[config.mk]
export PLATFORM = sky130hd
export DESIGN_NAME = stk_alu
export DESIGN_NICKNAME = d
export VERILOG_FILES = /design/src/rtl/stk_alu_pkg.sv /design/src/rtl/stk_alu_logic.sv /design/src/rtl/stk_alu_imm.sv /design/src/rtl/stk_alu_cmp.sv /design/src/rtl/stk_alu_shift.sv /design/src/rtl/stk_alu.sv
export SDC_FILE = /design/constraint.sdc
export NUM_CORES = 1
export LEC_CHECK = 0
export BUFFER_PORTS_ARGS = -buffer_cell sky130_fd_sc_hd__buf_2
export CORE_MARGIN = 4
export CORE_UTILIZATION = 40
export DETAILED_ROUTE_END_ITERATION = 12
export GPL_TIMING_DRIVEN = 0
export PLACE_DENSITY_LB_ADDON = 0.08
export SETUP_SLACK_MARGIN = 0.15
export SKIP_LAST_GASP = 1
export SYNTH_ARGS = -nofsm -noshare
export SYNTH_HDL_FRONTEND = slang
export SYNTH_HIERARCHICAL = 1
export SYNTH_SLANG_ARGS = --single-unit
[constraint.sdc]
create_clock -name vclk -period 3.1
set_input_delay 0.155 -clock vclk [all_inputs]
set_output_delay 0.155 -clock vclk [all_outputs]
set_load 0.1 [all_outputs]
[src/rtl/stk_alu_pkg.sv]
`timescale 1ns/1ps
package stk_alu_pkg;

  typedef enum logic [3:0] {
    OP_PASS_A  = 4'd0,
    OP_PASS_B  = 4'd1,
    OP_ADD     = 4'd2,
    OP_ADD_OFS = 4'd3,
    OP_AND     = 4'd4,
    OP_OR      = 4'd5,
    OP_NOT     = 4'd6,
    OP_REV     = 4'd7,
    OP_IMM     = 4'd8,
    OP_CMP_U   = 4'd9,
    OP_CMP_S   = 4'd10,
    OP_SHIFT   = 4'd11
  } alu_op_e;

  typedef enum logic [1:0] {
    SH_LEFT  = 2'd0,
    SH_RIGHT = 2'd1,
    SH_ARITH = 2'd2,
    SH_NONE  = 2'd3
  } shift_mode_e;

endpackage

[src/rtl/stk_alu_logic.sv]
`timescale 1ns/1ps
module stk_alu_logic #(
  parameter int WIDTH    = 32,
  parameter int OFS_BITS = 5
) (
  input  logic [WIDTH-1:0]    a_i,
  input  logic [WIDTH-1:0]    b_i,
  input  logic [OFS_BITS-1:0] ofs_i,
  output logic [WIDTH-1:0]    add_o,
  output logic [WIDTH-1:0]    ofs_sum_o,
  output logic [WIDTH-1:0]    and_o,
  output logic [WIDTH-1:0]    or_o,
  output logic [WIDTH-1:0]    not_o,
  output logic [WIDTH-1:0]    rev_o
);

  localparam int PAD = WIDTH - OFS_BITS;

  logic [WIDTH-1:0] ofs_ext;

  // top bit of the packed offset is stored inverted
  assign ofs_ext = {{PAD{1'b0}}, ~ofs_i[OFS_BITS-1], ofs_i[OFS_BITS-2:0]};

  always_comb begin
    add_o     = a_i + b_i;
    ofs_sum_o = a_i + ofs_ext;
    and_o     = a_i & b_i;
    or_o      = a_i | b_i;
    not_o     = ~a_i;
  end

  for (genvar i = 0; i < WIDTH; i++) begin : g_rev
    assign rev_o[i] = a_i[WIDTH-1-i];
  end

endmodule

[src/rtl/stk_alu_imm.sv]
`timescale 1ns/1ps
module stk_alu_imm #(
  parameter int WIDTH    = 32,
  parameter int IMM_BITS = 7
) (
  input  logic [WIDTH-IMM_BITS-1:0] a_low_i,
  input  logic [IMM_BITS-1:0]       chunk_i,
  input  logic                      cont_i,
  output logic [WIDTH-1:0]          imm_o
);

  localparam int EXT = WIDTH - IMM_BITS;

  always_comb begin
    if (cont_i) begin
      imm_o = {a_low_i, chunk_i};
    end else begin
      imm_o = {{EXT{chunk_i[IMM_BITS-1]}}, chunk_i};
    end
  end

endmodule

[src/rtl/stk_alu_cmp.sv]
`timescale 1ns/1ps
module stk_alu_cmp #(
  parameter int WIDTH = 32
) (
  input  logic [WIDTH-1:0] a_i,
  input  logic [WIDTH-1:0] b_i,
  output logic [WIDTH-1:0] cmp_u_o,
  output logic [WIDTH-1:0] cmp_s_o
);

  localparam int MSB = WIDTH - 1;

  logic [WIDTH:0] diff_ext;
  logic           borrow;
  logic           ovf;
  logic           lt_s;

  always_comb begin
    diff_ext = {1'b0, a_i} - {1'b0, b_i};
    borrow   = diff_ext[WIDTH];
    ovf      = (a_i[MSB] ^ b_i[MSB]) & (diff_ext[MSB] ^ a_i[MSB]);
    lt_s     = diff_ext[MSB] ^ ovf;
    cmp_u_o  = {borrow, diff_ext[MSB-1:0]};
    cmp_s_o  = {lt_s,   diff_ext[MSB-1:0]};
  end

endmodule

[src/rtl/stk_alu_shift.sv]
`timescale 1ns/1ps
module stk_alu_shift
  import stk_alu_pkg::*;
#(
  parameter int WIDTH = 32,
  localparam int AMT_BITS = $clog2(WIDTH)
) (
  input  logic [WIDTH-1:0]    a_i,
  input  logic [AMT_BITS-1:0] amt_i,
  input  logic [1:0]          mode_i,
  output logic [WIDTH-1:0]    sh_o
);

  logic [WIDTH-1:0] a_rev;
  logic [WIDTH-1:0] core_in;
  logic [WIDTH-1:0] core_out;
  logic [WIDTH-1:0] core_rev;
  logic             left;
  logic             fill;
  logic [AMT_BITS:0][WIDTH-1:0] stg;

  for (genvar i = 0; i < WIDTH; i++) begin : g_rev
    assign a_rev[i]    = a_i[WIDTH-1-i];
    assign core_rev[i] = core_out[WIDTH-1-i];
  end

  // left shifts reuse the right shifter on reversed data
  always_comb begin
    left    = (mode_i == SH_LEFT);
    fill    = (mode_i == SH_ARITH) & a_i[WIDTH-1];
    core_in = left ? a_rev : a_i;
  end

  assign stg[0] = core_in;

  for (genvar s = 0; s < AMT_BITS; s++) begin : g_stage
    localparam int SH = 1 << s;
    assign stg[s+1] = amt_i[s] ? {{SH{fill}}, stg[s][WIDTH-1:SH]} : stg[s];
  end

  assign core_out = stg[AMT_BITS];

  always_comb begin
    unique case (mode_i)
      SH_LEFT:  sh_o = core_rev;
      SH_RIGHT: sh_o = core_out;
      SH_ARITH: sh_o = core_out;
      default:  sh_o = a_i;
    endcase
  end

endmodule

[src/rtl/stk_alu.sv]
`timescale 1ns/1ps
module stk_alu
  import stk_alu_pkg::*;
#(
  parameter int WIDTH    = 32,
  parameter int IMM_BITS = 7,
  parameter int OFS_BITS = 5
) (
  input  logic [WIDTH-1:0] a_i,
  input  logic [WIDTH-1:0] b_i,
  input  logic [3:0]       op_i,
  input  logic             imm_cont_i,
  input  logic [1:0]       shift_mode_i,
  output logic [WIDTH-1:0] result_o
);

  localparam int AMT_BITS = $clog2(WIDTH);

  logic [WIDTH-1:0] add_r, ofs_r, and_r, or_r, not_r, rev_r;
  logic [WIDTH-1:0] imm_r, cmpu_r, cmps_r, sh_r;

  stk_alu_logic #(.WIDTH(WIDTH), .OFS_BITS(OFS_BITS)) u_logic (
    .a_i       (a_i),
    .b_i       (b_i),
    .ofs_i     (b_i[OFS_BITS-1:0]),
    .add_o     (add_r),
    .ofs_sum_o (ofs_r),
    .and_o     (and_r),
    .or_o      (or_r),
    .not_o     (not_r),
    .rev_o     (rev_r)
  );

  stk_alu_imm #(.WIDTH(WIDTH), .IMM_BITS(IMM_BITS)) u_imm (
    .a_low_i (a_i[WIDTH-IMM_BITS-1:0]),
    .chunk_i (b_i[IMM_BITS-1:0]),
    .cont_i  (imm_cont_i),
    .imm_o   (imm_r)
  );

  stk_alu_cmp #(.WIDTH(WIDTH)) u_cmp (
    .a_i     (a_i),
    .b_i     (b_i),
    .cmp_u_o (cmpu_r),
    .cmp_s_o (cmps_r)
  );

  stk_alu_shift #(.WIDTH(WIDTH)) u_shift (
    .a_i    (a_i),
    .amt_i  (b_i[AMT_BITS-1:0]),
    .mode_i (shift_mode_i),
    .sh_o   (sh_r)
  );

  always_comb begin
    case (op_i)
      OP_PASS_A:  result_o = a_i;
      OP_PASS_B:  result_o = b_i;
      OP_ADD:     result_o = add_r;
      OP_ADD_OFS: result_o = ofs_r;
      OP_AND:     result_o = and_r;
      OP_OR:      result_o = or_r;
      OP_NOT:     result_o = not_r;
      OP_REV:     result_o = rev_r;
      OP_IMM:     result_o = imm_r;
      OP_CMP_U:   result_o = cmpu_r;
      OP_CMP_S:   result_o = cmps_r;
      OP_SHIFT:   result_o = sh_r;
      default:    result_o = a_i;
    endcase
  end

endmodule

After elaboration in Yosys (flattened, before gate mapping)
Cells that the tools add are included.

Memory bits (read-only): 0. Register bits after elaboration: 0. Latch bits: 0. Bits of input ports: 71. Memories: 0. Logic and storage cells: 36. Output and inout port bits: 32. Bits in writable memories: 0.

Div/mod/pow operators: 0. $lt $le $gt $ge: 0. Shift-type cells: 0. Reduce and logical (&&, ||, !) cells: 2. Multiplexer cells: 9. Add/subtract/negate cells: 3. Bitwise operators: 9. Multipliers: 0. Equal/unequal tests: 13.

Operators with widths (count): case mux 32 bit (11 select lines) (1); 2-to-1 mux 32 bit (7); case mux 32 bit (2 select lines) (1); subtractor 32 x 32 -> 33 bit (1); adder 32 bit (1); adder 32 x 5 -> 32 bit (1); AND 32 bit (1); inverter 32 bit (1); OR 32 bit (1); == test 4 x 3 -> 1 bit (second input constant) (4); == test 4 bit (second input constant) (4); == test 4 x 2 -> 1 bit (second input constant) (2); == test 4 x 1 -> 1 bit (second input constant) (1); XOR 1 bit (3); AND 1 bit (2); == test 2 x 1 -> 1 bit (second input constant) (1); == test 2 bit (second input constant) (1); logical NOT 2 bit (1); OR reduction 2 bit (1); inverter 1 bit (1).

Depth between registers and ports, before layout
Depth after elaboration: 9. Depth in mapped cells: 16. Depth with buffers taken out: 14.

Cells and area by module
The synthesis kept the hierarchy.

By module, submodules not included: stk_alu_shift (cells each 465, area an instance 3570.9 um2, times used 1, seq. area each 0.0 um2); stk_alu_logic (cells each 500, area an instance 3419.5 um2, times used 1, seq. area each 0.0 um2); stk_alu (cells each 430, area an instance 3140.5 um2, times used 1, seq. area each 0.0 um2); stk_alu_cmp (cells each 326, area an instance 2207.1 um2, times used 1, seq. area each 0.0 um2); stk_alu_imm (cells each 37, area an instance 470.5 um2, times used 1, seq. area each 0.0 um2).

Worst setup path before layout
No wires, ideal clock.

Kind: input -> output. Start point: in shift_mode_i[0]. End point: out result_o[9]. Path slack: -1319 ps. Stages on the path: 14. Arrival: 4264 ps. Data required time: 2945 ps. Buffers on the path: 5. Path through: inv_1 > ha_1 > buf_2 > buf_2 > buf_2 > clkbuf_1 > nand2_1 > clkbuf_1 > a2bb2oi_1 > o21ai_1 > a222oi_1 > mux2i_1 > o22ai_1 > o21ai_0.

Longest elaborated chain between the ends: 9. Elaborated cells on any way between the ends: 13. Those cells by class: eq/ne (2); mux (8); bitwise (1); reduce/logical (2).

RTL lines: start, declared (line stk_alu.sv:13) `input logic [1:0] shift_mode_i,`; == test 2 bit / logical NOT 2 bit (equally long branches) (line stk_alu_shift.sv:30, stk_alu_shift.sv:44, stk_alu_shift.sv:29); AND 1 bit / 2-to-1 mux 32 bit (equally long branches) (line stk_alu_shift.sv:30, stk_alu_shift.sv:31); 2-to-1 mux 32 bit (5 in a row) (line stk_alu_shift.sv:38) `assign stg[s+1] = amt_i[s] ? {{SH{fill}}, stg[s][WIDTH-1:SH]} : stg[s];`; case mux 32 bit (2 select lines) (*) (line stk_alu_shift.sv:44) `unique case (mode_i)`; named net sh_r[9] (line stk_alu.sv:20) `logic [WIDTH-1:0] imm_r, cmpu_r, cmps_r, sh_r;`; case mux 32 bit (11 select lines) (*) (line stk_alu.sv:56) `case (op_i)`; end, declared (line stk_alu.sv:14) `output logic [WIDTH-1:0] result_o`.

Mark *: on every way through the listed nets, which the timed path passes. The rest lies on a longest branch.

Worst setup path after layout
Start point: in b_i[0]. End point: out result_o[17].

Longest elaborated chain between the ends: 7. Elaborated cells on any way between the ends: 10. Those cells by class: add/sub (3); mux (7).

RTL lines: start, declared (line stk_alu.sv:10) `input logic [WIDTH-1:0] b_i,`; 2-to-1 mux 32 bit (5 in a row) (line stk_alu_shift.sv:38); case mux 32 bit (2 select lines) (line stk_alu_shift.sv:44); named net sh_r[17] (line stk_alu.sv:20); case mux 32 bit (11 select lines) (line stk_alu.sv:56).

The timed path passes the listed nets, and every way through them passes these cells.

==> flow_summary.toml <==
[status]
violations = "negative setup slack"
status = "finished, violations left"

[timing]
finalMaxSlewViolations = 0
worstMarginPinSlew_ns = 1.20
worst_slack_ns = -0.608
finalCriticalPeriod_ns = 3.71
setup_viol = 31
fin_crit_sh = 1.20
hold_viol_final = 0
slew_headroom = 0.195
max_freq_mhz = 270
grt_setup_unrepaired = "yes"

[place]
place_hpwl_um = 56300
place_congestion = 1.02
port_buffers = 101

[cells_and_area]
nNetsFinal = 2143
multiInputGateArea_um2 = 13000
regArea_um2 = 0
fin_util = 0.560
final_common_cell = "buf_4"
design.seq.count = 0
most-common-layout-cells = "buf_4 (164), inv_1 (148), nand2_1 (133), nor2_1 (122), mux2i_1 (79)"
drive_gt1_frac = 0.387
synthToLayoutAreaGrowth_pct = 38.0
fill_cells = 2981
diodes = 0
final.clkbuf_count = 0

[route]
wl_per_cell_um = 32.5
vias = 16485
final_antenna_net_count = 0
drt-initial-drc-count = 1975
avgViaCountPerCell = 6.99
drc = 0
wl_um = 76600
drt-pass1-iter-count = 7

[yosys]
ys_types = 102
avgSynthCellArea_um2 = 7.29
netlist_top_cells_area = "ha_1 (11%), mux4_2 (7.7%), mux2i_1 (7.1%)"
netlist.area_leader.share = 0.105
synth_warnings = 6
yosysTopAreaCell = "ha_1"
synthCells = 1758
syn_area_um2 = 12800
ys_seq_area_frac = 0
synth_nets = 1941

[global_routing]
gr-usage-met2 = 0.662
grt_pass1_wl_um = 108000
grt_pass1_vias = 15551
track_usage = 0.408
met1_usage = 0.492
grt_max_degree = 18
busiest_layer = "met2"
grtUsageMet3 = 0.0791
overflow = 0
grt_antenna_before_repair = 0

[floorplanning]
core_um2 = 31600
die_x_um = 187
rows = 65
start_util = 0.406
die-area_um2 = 34900
pin_count = 103
fp.dieH_um = 187

[critical_path]
worstPathBufferInverterCount = 4
critPathKind = "input port to output port"
crit_chain = "buf_12, buf_12, buf_4, nand2b_1, a31oi_4, a21oi_1, mux2_2, mux2_4, o21ai_1, o211ai_1, mux4_2, a222oi_1, a21oi_4, buf_12"
crit_fanout = 5
crit_family = "compound AO/OA/AOI/OAI gates"
crit_slowest_cell = "a222oi_1"
cp-start-kind = "input port"
cpMostUsedCell = "buf_12"
max_stage_delay_ns = 0.55
cp-end-kind = "output port"
required_ns = 2.94
worstPathArrival_ns = 3.55

[power]
finalPower_mw = 4.81
powerDensity_nw_per_um2 = 272
ir_worst_vdd_mv = 0.319
power_leakage_nw = 7.36

[worst_hold_path]
hp-class = "input port to output port"

[run]
drv_cap = 0
==> kinds of logic (layout without fill, tap and decap cells) <==
family,Yosys count,after routing,synth area share
buf+inv,355,555,0.141
simple gates,454,454,0.171
xor+xnor,79,79,0.0540
compound gates,568,568,0.317
mux,190,190,0.205
fa+ha+maj,112,112,0.112
==> Yosys cell counts, types with 37 or more instances <==
library cell	n
nor2_1	137
buf_2	42
o21ai_0	69
inv_1	159
mux2i_1	91
clkbuf_1	53
nand3_1	42
buf_4	79
a21oi_1	109
nand2_1	141
mux4_2	44
xnor2_1	58
a22oi_1	37
ha_1	108
==> through the flow <==
stage / TNS, ns / instance area, um2 / setup WS, ns / hold slack, ns / cells
2_1_floorplan: 0 / 13200 / 0.00732 / 0.613 / 1758
3_3_place_gp: -35.09 / 14200 / -1.76 / 1.05 / 2261
3_5_place_dp: -34.04 / 14200 / -1.74 / 1.05 / 2261
4_1_cts: -10.42 / 16700 / -0.569 / 0.827 / 2331
5_1_grt: -13.03 / 17700 / -0.658 / 0.835 / 2360
6_report: -11.83 / 17700 / -0.608 / 0.828 / 2360
==> what timing repair did <==
item | 4_1_cts | 5_1_grt
endpoints found under the setup margin | 32 | 32
buffers inserted | 68 | 29
hold buffers | 0 | 0
resized for setup | 461 | 159
gates cloned | 2 | 0
pin swaps | 117 | 104
==> report_power, final <==
group	internal (mW)	switching, mW
combinational	1.90	2.91
clock	0	0
sequential	0	0
==> worst paths after layout <==
check,start,depth (start not counted),end,slack (ns)
max,b_i[0],14,result_o[17],-0.61
min,a_i[1],4,result_o[1],0.83
==> layout make-up <==
type,count,area share
buffer,194,0.0766
inverter,161,0.0356
multi-input combinational,1403,0.737
tap,402,0.0285
timing repair buffer,200,0.123
==> metal layers <==
layer,wire (um),part of all wire
met1,28200,0.37
met2,33800,0.44
met3,7960,0.10
met4,6730,0.088
met5,0,0
No activity file was read; power rests on OpenSTA's default activity.
